File: config.mk
export PLATFORM = sky130hd
export DESIGN_NAME = tm_exec_unit
export DESIGN_NICKNAME = d
export VERILOG_FILES = /design/src/rtl/tm_exec_unit.sv
export SDC_FILE = /design/constraint.sdc
export NUM_CORES = 1
export LEC_CHECK = 0
export ABC_CLOCK_PERIOD_IN_PS = 3300
export CAP_MARGIN = 20
export CORE_MARGIN = 3
export CORE_UTILIZATION = 40
export CTS_BUF_LIST = sky130_fd_sc_hd__clkbuf_8 sky130_fd_sc_hd__clkbuf_16
export DETAILED_ROUTE_END_ITERATION = 6
export PLACE_DENSITY = 0.66
export SYNTH_ARGS = -nofsm -noshare
export SYNTH_HDL_FRONTEND = slang
export SYNTH_SLANG_ARGS = --single-unit
File: constraint.sdc
create_clock -name clk -period 3.3 [get_ports clk]
set_input_delay 0.66 -clock clk [delete_from_list [all_inputs] [get_ports clk]]
set_output_delay 0.66 -clock clk [all_outputs]
set_load 0.03 [all_outputs]
File: src/rtl/tm_exec_unit.sv
module tm_exec_unit (
  input  logic        clk,
  input  logic        rst_n,
  input  logic        start,
  input  logic [7:0]  opcode,
  input  logic [7:0]  opnd0,
  input  logic [7:0]  opnd1,
  input  logic [7:0]  rp,
  input  logic [7:0]  flags_in,
  output logic        busy,
  output logic        rf_rd_en,
  output logic [11:0] rf_raddr,
  input  logic [7:0]  rf_rdata,
  output logic [7:0]  flags_out,
  output logic        done,
  output logic        illegal
);
  typedef enum logic [2:0] {S_IDLE, S_PTR, S_PTRW, S_DST, S_SRC, S_FIN} st_t;

  st_t         st;
  logic [2:0]  form;
  logic [7:0]  rp_q, imm_q, dst_v;
  logic [4:0]  keep_q;
  logic [11:0] ptr_a, dst_a, src_a;
  logic [7:0]  res;

  function automatic logic [11:0] wreg(input logic [7:0] p, input logic [3:0] n);
    return {p[3:0], p[7:4], n};
  endfunction

  function automatic logic [11:0] resolve(input logic [7:0] p, input logic [7:0] a);
    return (a[7:4] == 4'hE) ? wreg(p, a[3:0]) : {p[3:0], a};
  endfunction

  wire legal  = (opcode[7:3] == 5'b01110) && (opcode[2:1] != 2'b00);
  wire indir  = opcode[0];
  wire imm_f  = (form[2:1] == 2'b11);

  assign busy     = (st != S_IDLE);
  assign rf_rd_en = (st == S_PTR) || (st == S_DST) || (st == S_SRC);
  assign rf_raddr = (st == S_PTR) ? ptr_a : (st == S_SRC) ? src_a : dst_a;
  assign res      = imm_f ? (rf_rdata & imm_q) : (dst_v & rf_rdata);

  always_ff @(posedge clk or negedge rst_n) begin
    if (!rst_n) begin
      st <= S_IDLE;
      form <= 3'd0;
      rp_q <= 8'h00;
      imm_q <= 8'h00;
      dst_v <= 8'h00;
      keep_q <= 5'd0;
      ptr_a <= 12'h000;
      dst_a <= 12'h000;
      src_a <= 12'h000;
      flags_out <= 8'h00;
      done <= 1'b0;
      illegal <= 1'b0;
    end else begin
      done <= 1'b0;
      illegal <= 1'b0;
      case (st)
        S_IDLE: if (start) begin
          if (!legal) begin
            flags_out <= flags_in;
            done <= 1'b1;
            illegal <= 1'b1;
          end else begin
            form <= opcode[2:0];
            rp_q <= rp;
            imm_q <= opnd1;
            keep_q <= {flags_in[7], flags_in[3:0]};
            case (opcode[2:0])
              3'd2: begin dst_a <= wreg(rp, opnd0[7:4]); src_a <= wreg(rp, opnd0[3:0]); end
              3'd3: begin dst_a <= wreg(rp, opnd0[7:4]); ptr_a <= wreg(rp, opnd0[3:0]); end
              3'd4: begin src_a <= resolve(rp, opnd0); dst_a <= resolve(rp, opnd1); end
              3'd5: begin ptr_a <= resolve(rp, opnd0); dst_a <= resolve(rp, opnd1); end
              3'd6: dst_a <= resolve(rp, opnd0);
              default: ptr_a <= resolve(rp, opnd0);
            endcase
            st <= indir ? S_PTR : S_DST;
          end
        end
        S_PTR:  st <= S_PTRW;
        S_PTRW: begin
          if (form == 3'd7) dst_a <= resolve(rp_q, rf_rdata);
          else              src_a <= resolve(rp_q, rf_rdata);
          st <= S_DST;
        end
        S_DST:  st <= imm_f ? S_FIN : S_SRC;
        S_SRC:  begin dst_v <= rf_rdata; st <= S_FIN; end
        S_FIN:  begin
          flags_out <= {keep_q[4], res == 8'h00, res[7], 1'b0, keep_q[3:0]};
          done <= 1'b1;
          st <= S_IDLE;
        end
        default: st <= S_IDLE;
      endcase
    end
  end
endmodule


### Word-level counts from Yosys, hierarchy flattened

Index checks and enable logic that the tools add are counted.

* register bits after elaboration: 81
* bits of input ports: 51
* output and inout bits: 24
* word-level logic and storage cells: 85

* equality and inequality tests: 23
* multiplexer cells: 29
* bitwise logic cells: 3
* reduce and logical (&&, ||, !) cells: 18

Operators by type and width (number)
* 2-to-1 mux 12 bit: 8
* case mux 12 bit (2 select lines): 4
* 2-to-1 mux 8 bit: 6
* case mux 12 bit (3 select lines): 1
* == test 3 bit, second input constant: 6
* bitwise AND 8 bit: 2
* case mux 8 bit (2 select lines): 1
* case mux 3 bit (5 select lines): 1
* == test 3 x 2 -> 1 bit, second input constant: 4
* == test 4 bit, second input constant: 3
* inequality test 2 bit, second input constant: 5
* AND reduction 5 bit: 2
* zero test 8 bit: 1
* 2-to-1 mux 3 bit: 2
* AND reduction 3 bit: 2
* nonzero test 2 bit: 3
* == test 5 x 4 -> 1 bit, second input constant: 1
* 2-to-1 mux 1 bit: 4
* inequality test 4 x 3 -> 1 bit, second input constant: 1
* AND reduction 4 bit: 1
* OR reduction 2 bit: 2
* == test 3 x 1 -> 1 bit, second input constant: 1
* zero test 3 bit: 1
* inequality test 3 x 1 -> 1 bit, second input constant: 1
* other kinds (9): 10

### Logic depth before layout (Yosys ltp)

Gate-level depths: netlist of the first run.

* depth in word-level cells: 6
* gate-level depth with buffers: 7
* depth with buffers taken out: 4

### Worst setup path before layout of the first run

OpenSTA, ideal clock, no wires.

* path kind: register -> output
* from: reg st[2]
* to: out rf_raddr[3]
* arrival time: 1.735 ns
* data required time: 2.640 ns
* setup slack: 0.905 ns
* cell stages (with the launch flop): 7
* path buffers: 2
* path through: dfrtp_1 buf_2 nand2b_1 clkbuf_1 o22a_1 o22ai_1 a21oi_1

* cells in the longest elaborated chain, start to end: 3
* elaborated cells between the ends (all ways): 4
* those cells by class: eq/ne (2); mux (2)

RTL lines
* start: declaration: RTL line 20 `st_t st;`
* start signal: assignment: RTL line 80 `st <= indir ? S_PTR : S_DST;`
* start signal: assignment: RTL line 89 `S_DST: st <= imm_f ? S_FIN : S_SRC;`
* == test 3 bit: RTL line 41 `assign rf_raddr = (st == S_PTR) ? ptr_a : (st == S_SRC) ? src_a : dst_a;`
* 2-to-1 mux 12 bit: RTL line 41
* 2-to-1 mux 12 bit (*): RTL line 41
* end: declaration: RTL line 12 `output logic [11:0] rf_raddr,`

Mark *: on every way between the ends. The rest lies on a longest branch, timed or not.

### Worst setup path after layout of the first run

* from: reg st[2]
* to: out rf_raddr[0]

Same word-level chain as after synthesis.

==> results of run 1 <==
==> power groups by stage <==
stage                     combinational (mW)  clock, mW  sequential, mW
after global routing                    2.85       1.02            1.68
after floorplan                         1.74          0            1.66
after CTS                               2.66      0.972            1.62
after global placement                  2.61          0            1.62
final                                   2.66      0.970            1.63
after detailed placement                2.64          0            1.64
==> registers in the layout, indices dropped and copies added (netlist names) <==
| register | count |
|---|---|
| done | 1 |
| src_a | 12 |
| rp_q | 8 |
| dst_v | 8 |
| st | 3 |
| flags_out | 8 |
| keep_q | 5 |
| illegal | 1 |
| ptr_a | 12 |
| imm_q | 8 |
| dst_a | 12 |
| form | 3 |
==> kinds of logic (layout without fill, tap and decap cells) <==
logic type | after synthesis | after routing
AND/OR/NAND/NOR | 165 | 165
AO/OA/AOI/OAI | 128 | 128
flip-flops | 81 | 81
multiplexers | 54 | 54
buffers and inverters | 38 | 110
XOR/XNOR | 1 | 1
==> cell type report <==
class	count	area, um^2
flip-flops and latches	81	2030
repair buffers	88	868
well taps	140	175
clock inverters	6	53.8
inverters	7	26.3
multi-input cells	348	2330
clock buffers	9	225
fillers	1016	5280
==> path summary, 6_finish.rpt <==
| kind | start | endpoint | slack [ns] |
|---|---|---|---|
| worst max-delay path | st[2] | rf_raddr[0] | 0.12 |
| worst min-delay path | rst_n | src_a[11] | 0.29 |
| worst max register to register | st[1] | dst_a[4] | 0.96 |
| worst min register to register | imm_q[7] | imm_q[7] | 0.47 |
| max in group asynchronous | rst_n | dst_v[7] | 2.39 |
| min in group clk | imm_q[7] | imm_q[7] | 0.47 |
==> layout by cell type (no fill, tap or decap), drive strengths merged, types with 3 or more instances in the layout <==
cell type	synthesis	routed
nand2	112	112
and3	3	3
o22ai	25	25
mux2	40	40
mux2i	14	14
o21ai	29	29
a21boi	3	3
o22a	12	12
nor2b	4	4
clkbuf	13	9
nor3b	7	7
and4	3	3
nor2	12	12
o21a	4	4
a41oi	3	3
inv	7	10
a22oi	4	4
a31oi	6	6
o2111ai	3	3
clkdlybuf4s50	0	73
a2bb2oi	3	3
buf	18	15
o31ai	3	3
dfrtp	81	81
a21oi	16	16
nand3	5	5
==> through the flow <==
step | total power [mW] | hold WS (ns) | utilization
global placement | 4.23 | 0.452 | 0.492
global route | 5.56 | 0.320 | 0.519
CTS | 5.25 | 0.477 | 0.517
floorplan | 3.40 | 0.364 | -
detailed placement | 4.28 | 0.461 | 0.492
finish | 5.26 | 0.294 | 0.519
==> worst reg2reg max path, cell delays in order (launching register included) <==
cell and delay, ns:
dfrtp_1 0.55, nor3b_2 0.64, buf_4 0.34, or3_1 0.18
o221ai_1 0.17, mux2_1 0.34
==> routing by layer <==
metal  track usage  part of all wire  wire length [um]
met2         0.324              0.46              5870
met4        0.0785             0.021               272
met1         0.293              0.46              5890
met5             0                 0                 0
met3        0.0334             0.060               765
==> results.ini, run 1 <==
[sta]
maxSlewHeadroom=0.555
rsz0062_at_grt=false
fmax_mhz=315
finalHoldViolCount=0
min_period_ns=3.18
setup_ws_ns=0.121
timing.final.crit_share=0.963
maxSlewViolCount=0
skew_ns=0.00785
tightest_slew_ns=0.664
tns_ns=0
finalSetupViolations=0

[synthesis]
synth_ff_type=dfrtp_1
synth-seq-cells=81
synth_common_cells=nand2_1 (111), dfrtp_1 (81), o22ai_1 (25)
synth_fa_ha_area_frac=0
synth-simple-area-share=0.174
avgSynthCellArea_um2=9.71
synth_area_mm2=0.00454
syn_inst=467
synth-async-reset-ratio=1.00
yosysSeqAreaShare=0.447
synth_cell_type_count=63
syn-num-nets=518
synth-compound-area-share=0.195
synth_edf_count=0
synth_top_family_by_area=compound AO/OA/AOI/OAI gates
synth_top_area_share=0.447
synthMuxAreaShare=0.142
synth_area_leader_cell=dfrtp_1
ys_warn_count=0
yosys-top-cells-area=dfrtp_1 (45%), nand2_1 (9.2%), mux2_1 (5.2%)
synth-xor-area-share=0.00193
synth_most_common_cell=nand2_1

[pwr]
ir_worst_vdd_v=0.000644
leakagePower_nw=2.57
switchingPower_mw=2.10
power.internal_mw=3.16
power_density_mw_per_mm2=922
p_seq_frac=0.310
switching_share=0.400
pwr-share-comb=0.505
power_frac_clock=0.185

[clocking]
hold_buffers=0
ctsHtreeMaxLevel=3
clk_pin_slew_ns=0.06
cts_tree=yes
cts_buffers=9
clock_latency_ns=0.34
post_cts_buffers=0
cts.repair.resized=0
clock-root-buffer=clkbuf_16
clock-sinks=81
clockBufferDepth=2

[floorplanning]
die_w_um=112
num_rows=38
io-pin-count=75
core_mm2=0.0110
die_h_um=112
initial_core_util=0.413
dieArea_mm2=0.0127

[hold_path]
hp-class=primary input to asynchronous set/reset pin

[worst_setup_path]
crit_family=buffers and inverters
worstPathCellList=inv_2, nand2_1, o22ai_1, a21oi_1, clkdlybuf4s50_1
critical_path_required_ns=2.64
cp_max_fo=13
cp-end-kind=output pin
crit_type=flip-flop to output pin
crit_slowest_cell=clkdlybuf4s50_1
cp_num_cells=5
crit_buf_inv=2
rr_worst_depth=5
slowest_delay_ns=0.69
crit_path_start_kind=flip-flop
critical_path_arrival_ns=2.52

[detailed_routing]
drtPass1Iterations=5
wirelength_mm=12.8
drc=0
wire_per_inst_um=18.9
vias_per_cell=5.80
vias=3937
final_antenna_net_count=0
dr.first_iter.drc_count=248

[placed_design]
dpl_cell_area_mm2=0.00540
dpl_worst_slack_ns=0.374
placed_cells=663
portBuffers=74
dp_hpwl_mm=8.82
place_congestion=0.912

[outcome]
status=complete, no violations

[final_layout]
n_antenna_cell=0
stdcell_count=679
final_area_mm2=0.00570
fin_nets=586
area_growth_pct=25.7
drive_gt1_frac=0.108

[grt]
grt_antenna_before_repair=0
grt_pass1_wl_mm=20.6
grt_overflow=0
grt_use_total=0.208
grt_pass1_vias=3808
grt_max_degree=82

[run]
maxCapViolCount=0

(Power assumes the default switching activity.)
==> run 2: changes to the inputs <==
--- a/config.mk
+++ b/config.mk
@@ -7,11 +7,12 @@
 export LEC_CHECK = 0
 export ABC_CLOCK_PERIOD_IN_PS = 3300
 export CAP_MARGIN = 20
+export CORE_ASPECT_RATIO = 0.75
 export CORE_MARGIN = 3
-export CORE_UTILIZATION = 40
-export CTS_BUF_LIST = sky130_fd_sc_hd__clkbuf_8 sky130_fd_sc_hd__clkbuf_16
+export CORE_UTILIZATION = 58
+export CTS_BUF_LIST = sky130_fd_sc_hd__clkbuf_16
 export DETAILED_ROUTE_END_ITERATION = 6
-export PLACE_DENSITY = 0.66
+export PLACE_DENSITY = 0.89
 export SYNTH_ARGS = -nofsm -noshare
 export SYNTH_HDL_FRONTEND = slang
 export SYNTH_SLANG_ARGS = --single-unit
==> run 2 against run 1 <==
Net effect: clock power grew 8%; clock skew is essentially flat; register-to-register slack lost 0.44 ns.
==> results.ini, run 2 (synthesis results as in run 1) <==
[worst_setup_path]
crit_path_end=busy
rr_worst_depth=6  ; +1
cp-end-kind=output pin
cp_max_fo=30  ; +17
crit_family=buffers and inverters
r2r_setup_slack_ns=0.52  ; -0.44 ns
crit_slowest_cell=dfrtp_1
critical_path_required_ns=2.64  ; about the same
r2r_start=st[0]
critical_path_arrival_ns=2.55  ; +0.03 ns
crit_path_start_kind=flip-flop
cp_num_cells=4  ; -1
crit_buf_inv=3  ; +1
slowest_delay_ns=0.77  ; +0.08 ns
worstPathCellList=buf_4, nor3_2, inv_1, clkdlybuf4s50_1
startpoint=st[0]
crit_type=flip-flop to output pin
r2r_end=dst_a[4]

[clocking]
clock-root-buffer=clkbuf_16
cts_buffers=9  ; unchanged
post_cts_buffers=0  ; unchanged
clk_pin_slew_ns=0.06  ; about the same
clock_latency_ns=0.34  ; about the same
hold_buffers=0  ; unchanged
clock-sinks=81  ; unchanged
cts_tree=yes
clockBufferDepth=2  ; unchanged
ctsHtreeMaxLevel=3  ; unchanged

[detailed_routing]
wirelength_mm=13.3  ; +3.6%
wire_per_inst_um=20.8  ; +10%
drc=0  ; unchanged
dr.first_iter.drc_count=440  ; +77%
final_antenna_net_count=0  ; unchanged
vias=4179  ; +6.1%
vias_per_cell=6.54  ; +13%
drtPass1Iterations=5  ; unchanged

[floorplanning]
dieArea_mm2=0.00893  ; -29%
core_mm2=0.00747  ; -32%
io-pin-count=75  ; unchanged
num_rows=27  ; -29%
die_w_um=108  ; -3.9%
die_h_um=82.6  ; -27%
initial_core_util=0.608  ; +0.195

[sta]
finalSetupViolations=0  ; unchanged
min_period_ns=3.21  ; +0.0297 ns
tightest_slew_ns=1.05  ; +0.383 ns
maxSlewViolCount=0  ; unchanged
finalHoldViolCount=0  ; unchanged
skew_ns=0.00761  ; -0.000240 ns
fmax_mhz=312  ; -0.92%
rsz0062_at_grt=false
timing.final.crit_share=0.972  ; +0.00899
maxSlewHeadroom=0.302  ; -0.254
tns_ns=0  ; unchanged

[final_layout]
n_antenna_cell=0  ; unchanged
area_growth_pct=25.0
drive_gt1_frac=0.110  ; +0.00206
reg_top3=dst_a: 12 flops, ptr_a: 12 flops, src_a: 12 flops
final_area_mm2=0.00567  ; -0.55%
mostFrequentLayoutCells=nand2_1 (111), dfrtp_1 (81), clkdlybuf4s50_1 (73)
final_common_cell=nand2_1
fin_nets=585  ; -0.17%

[grt]
grt_pass1_wl_mm=20.9  ; +1.1%
grt_antenna_before_repair=0  ; unchanged
grt_pass1_vias=3995  ; +4.9%
grt_max_degree=82  ; unchanged
grt_overflow=0  ; unchanged
grt_use_total=0.309  ; +0.101

[placed_design]
portBuffers=74  ; unchanged
place_congestion=0.866  ; -5.1%
dp_hpwl_mm=8.90  ; +0.92%
dpl_cell_area_mm2=0.00533  ; -1.3%

[pwr]
power_frac_clock=0.195  ; +0.010
p_seq_frac=0.316  ; +0.006
switching_share=0.401  ; +0.00156
leakagePower_nw=2.56  ; -0.22%
switchingPower_mw=2.16  ; +2.8%
ir_worst_vdd_v=0.000621  ; -3.5%
power.internal_mw=3.22  ; +2.1%
pwr-share-comb=0.489  ; -0.016
power_density_mw_per_mm2=949  ; +2.9%

[hold_path]
hp-class=primary input to asynchronous set/reset pin

[outcome]
status=complete, no violations

[run]
maxCapViolCount=0  ; unchanged

==> run 2: how the worst min path moves through the flow <==
| stage | from | to | cells past startpoint |
|---|---|---|---|
| 2_1_floorplan | rst_n | done | 0 |
| 3_3_place_gp | imm_q[7] | imm_q[7] | 2 |
| 3_5_place_dp | imm_q[7] | imm_q[7] | 2 |
| 4_1_cts | imm_q[7] | imm_q[7] | 2 |
| 5_1_grt | rst_n | dst_a[11] | 1 |
| 6_report | rst_n | src_a[11] | 1 |
==> run 2: routing by layer <==
layer / wire, um / track usage / up-vias
met5: 0 / 0 / -
met4: 372 / 0.119 / 0
met3: 1450 / 0.0808 / 49
met2: 6050 / 0.488 / 280
met1: 5400 / 0.415 / 2014
li1: - / - / 1836
==> run 2: repair_timing <==
item | in CTS | in global routing
setup endpoints to repair | 0 | 12
hold endpoints to repair | 0 | 0
resized for setup | 0 | 1
==> run 2: cell type report <==
| class | count | area [um^2] |
|---|---|---|
| Sequential cell | 81 | 2030 |
| Tap cell | 101 | 126 |
| Clock inverter | 6 | 83.8 |
| Fill cell | 485 | 1790 |
| Multi-Input combinational cell | 348 | 2330 |
| Timing Repair Buffer | 87 | 856 |
| Inverter | 7 | 26.3 |
| Clock buffer | 9 | 225 |
==> run 2: power groups by stage <==
stage               combinational, mW  clock, mW  sequential, mW
floorplan                        1.74          0            1.66
global placement                 2.50          0            1.66
detailed placement               2.57          0            1.69
CTS                              2.60       1.05            1.68
global route                     2.80       1.10            1.74
finish                           2.63       1.05            1.70
==> run 2: metrics by stage <==
stage | std cells | util | power, mW | setup slack [ns] | hold slack, ns
after floorplan | 467 | - | 3.40 | 0.905 | 0.364
after global placement | 623 | 0.714 | 4.17 | 0.479 | 0.451
after detailed placement | 623 | 0.714 | 4.26 | 0.427 | 0.456
after CTS | 638 | 0.756 | 5.34 | 0.0532 | 0.470
after global routing | 639 | 0.760 | 5.64 | 0.0475 | 0.131
final | 639 | 0.760 | 5.38 | 0.0913 | 0.129
==> run 3: changes to the inputs <==
--- a/config.mk
+++ b/config.mk
@@ -12,7 +12,7 @@
 export CORE_UTILIZATION = 58
 export CTS_BUF_LIST = sky130_fd_sc_hd__clkbuf_16
 export DETAILED_ROUTE_END_ITERATION = 6
-export PLACE_DENSITY = 0.89
+export PLACE_DENSITY = 0.86
 export SYNTH_ARGS = -nofsm -noshare
 export SYNTH_HDL_FRONTEND = slang
 export SYNTH_SLANG_ARGS = --single-unit
==> run 3 against run 2 <==
Net effect: non-clock buffer count unchanged; sequential share of layout area increased by 0.13 points; critical path type unchanged; core utilization decreased by 0.28 points; power decreased by 1.9%; critical endpoint is now rf_raddr[7]; critical path depth increased by 1; sequential cell count unchanged; first-iteration DRC count decreased by 19%; fmax increased by 1.8%; combinational power about the same; worst setup slack improved by 0.057 ns; sequential power about the same.
==> results.ini, run 3 (synthesis results as in run 1) <==
[outcome]
status=complete, no violations

[pwr]
switchingPower_mw=2.13  ; -1.3%
switching_share=0.404  ; +0.00261
finalPower_mw=5.28  ; -1.9%
pwr-share-comb=0.495  ; +0.006
p_seq_frac=0.321  ; +0.005
power.internal_mw=3.15  ; -2.4%
ir_worst_vdd_v=0.000594  ; -4.4%
power_density_mw_per_mm2=934  ; -1.6%
power_frac_clock=0.184  ; -0.011
leakagePower_nw=2.56  ; -0.13%

[floorplanning]
dieArea_mm2=0.00893  ; unchanged
initial_core_util=0.608  ; unchanged
io-pin-count=75  ; unchanged
num_rows=27  ; unchanged
die_h_um=82.6  ; unchanged
die_w_um=108  ; unchanged
core_mm2=0.00747  ; unchanged

[placed_design]
place_congestion=0.941  ; +8.7%
dp_hpwl_mm=8.90  ; about the same
dpl_worst_slack_ns=0.406  ; -0.0205 ns
portBuffers=74  ; unchanged

[sta]
setup_ws_ns=0.148  ; +0.0572 ns
finalSetupViolations=0  ; unchanged
timing.final.crit_share=0.955  ; -0.0173
tightest_slew_ns=0.924  ; -0.123 ns
fmax_mhz=317  ; +1.8%
maxSlewHeadroom=0.384  ; +0.0822
tns_ns=0  ; unchanged
finalHoldViolCount=0  ; unchanged
rsz0062_at_grt=false
min_period_ns=3.15  ; -0.0572 ns
maxSlewViolCount=0  ; unchanged
skew_ns=0.00848  ; +0.000876 ns

[worst_setup_path]
critical_path_required_ns=2.64  ; about the same
r2r_end=dst_a[2]
crit_type=flip-flop to output pin
r2r_setup_slack_ns=0.65  ; +0.13 ns
crit_path_start_kind=flip-flop
rr_worst_depth=5  ; -1
r2r_start=st[0]
critical_path_arrival_ns=2.49  ; -0.06 ns
cp_max_fo=13  ; -57%
cp-end-kind=output pin

[clocking]
clock_latency_ns=0.34  ; about the same
cts_tree=yes
cts_buffers=9  ; unchanged
clock-sinks=81  ; unchanged
clk_pin_slew_ns=0.06  ; about the same
clockBufferDepth=2  ; unchanged
ctsHtreeMaxLevel=3  ; unchanged
cts.repair.resized=0  ; unchanged
clock-root-buffer=clkbuf_16
hold_buffers=0  ; unchanged
post_cts_buffers=0  ; unchanged

[detailed_routing]
dr.first_iter.drc_count=356  ; -19%
vias=4060  ; -2.8%
drtPass1Iterations=6  ; +1
wirelength_mm=12.8  ; -3.9%
final_antenna_net_count=0  ; unchanged
wire_per_inst_um=19.9  ; -4.0%
drc=0  ; unchanged
vias_per_cell=6.34  ; -3.0%

[grt]
grt_pass1_vias=4060  ; +1.6%
grt_pass1_wl_mm=20.5  ; -2.0%
grt_max_degree=82  ; unchanged
grt_overflow=0  ; unchanged
grt_use_total=0.299  ; -0.0103
grt_antenna_before_repair=0  ; unchanged

[final_layout]
fin_nets=585  ; unchanged
n_fill_cell=513  ; +5.8%
area_growth_pct=24.6
mostFrequentLayoutCells=nand2_1 (111), dfrtp_1 (81), clkdlybuf4s50_1 (73)
final_common_cell=nand2_1
n_antenna_cell=0  ; unchanged
reg_top3=dst_a: 12 flops, ptr_a: 12 flops, src_a: 12 flops
drive_gt1_frac=0.108  ; -0.00206

[run]
maxCapViolCount=0  ; unchanged

[hold_path]
hp-class=primary input to asynchronous set/reset pin

-- run 3: layout make-up --
| class | instances | area [um^2] | share of cell area |
|---|---|---|---|
| multi-input combinational | 348 | 2330 | 0.412 |
| tap | 101 | 126 | 0.0224 |
| clock inverter | 7 | 62.6 | 0.0111 |
| timing repair buffer | 87 | 856 | 0.151 |
| sequential | 81 | 2030 | 0.359 |
| clock buffer | 9 | 225 | 0.0399 |
| inverter | 7 | 26.3 | 0.00465 |
-- run 3: how the worst max path moves through the flow --
stage / startpoint / end / slack (ns) / depth (start not counted)
2_1_floorplan: st[2] / rf_raddr[3] / 0.91 / 6
3_3_place_gp: st[1] / rf_raddr[10] / 0.49 / 5
3_5_place_dp: st[1] / rf_raddr[0] / 0.41 / 5
4_1_cts: st[1] / rf_raddr[7] / 0.008 / 5
5_1_grt: st[1] / rf_raddr[7] / 0.002 / 5
6_report: st[1] / rf_raddr[7] / 0.15 / 5
-- run 3: per-layer routing --
layer	track usage	wire length (um)	vias up
li1	-	-	1842
met1	0.403	5430	1929
met2	0.466	5880	240
met3	0.0785	1130	49
met4	0.120	313	0
met5	0	0	-
-- run 3: power by group through the flow --
stage          Sequential [mW]  Clock [mW]  Combinational (mW)
3_3_place_gp              1.66           0                2.49
5_1_grt                   1.74        1.02                2.79
2_1_floorplan             1.66           0                1.74
4_1_cts                   1.68       0.976                2.60
3_5_place_dp              1.69           0                2.58
6_report                  1.69       0.972                2.61
-- run 3: per-stage QoR --
step	cells	util	hold slack, ns	cell area, um^2
2_1_floorplan	467	-	0.364	4540
3_3_place_gp	623	0.714	0.454	5330
3_5_place_dp	623	0.714	0.463	5330
4_1_cts	639	0.753	0.478	5620
5_1_grt	640	0.757	0.127	5650
6_report	640	0.757	0.128	5650
-- run 3: critical path, stage by stage (launching register included) --
cell,delay [ns]
dfrtp_1,0.56
inv_1,0.10
nand2_1,0.43
o22ai_1,0.16
a21oi_1,0.20
clkdlybuf4s50_1,0.70
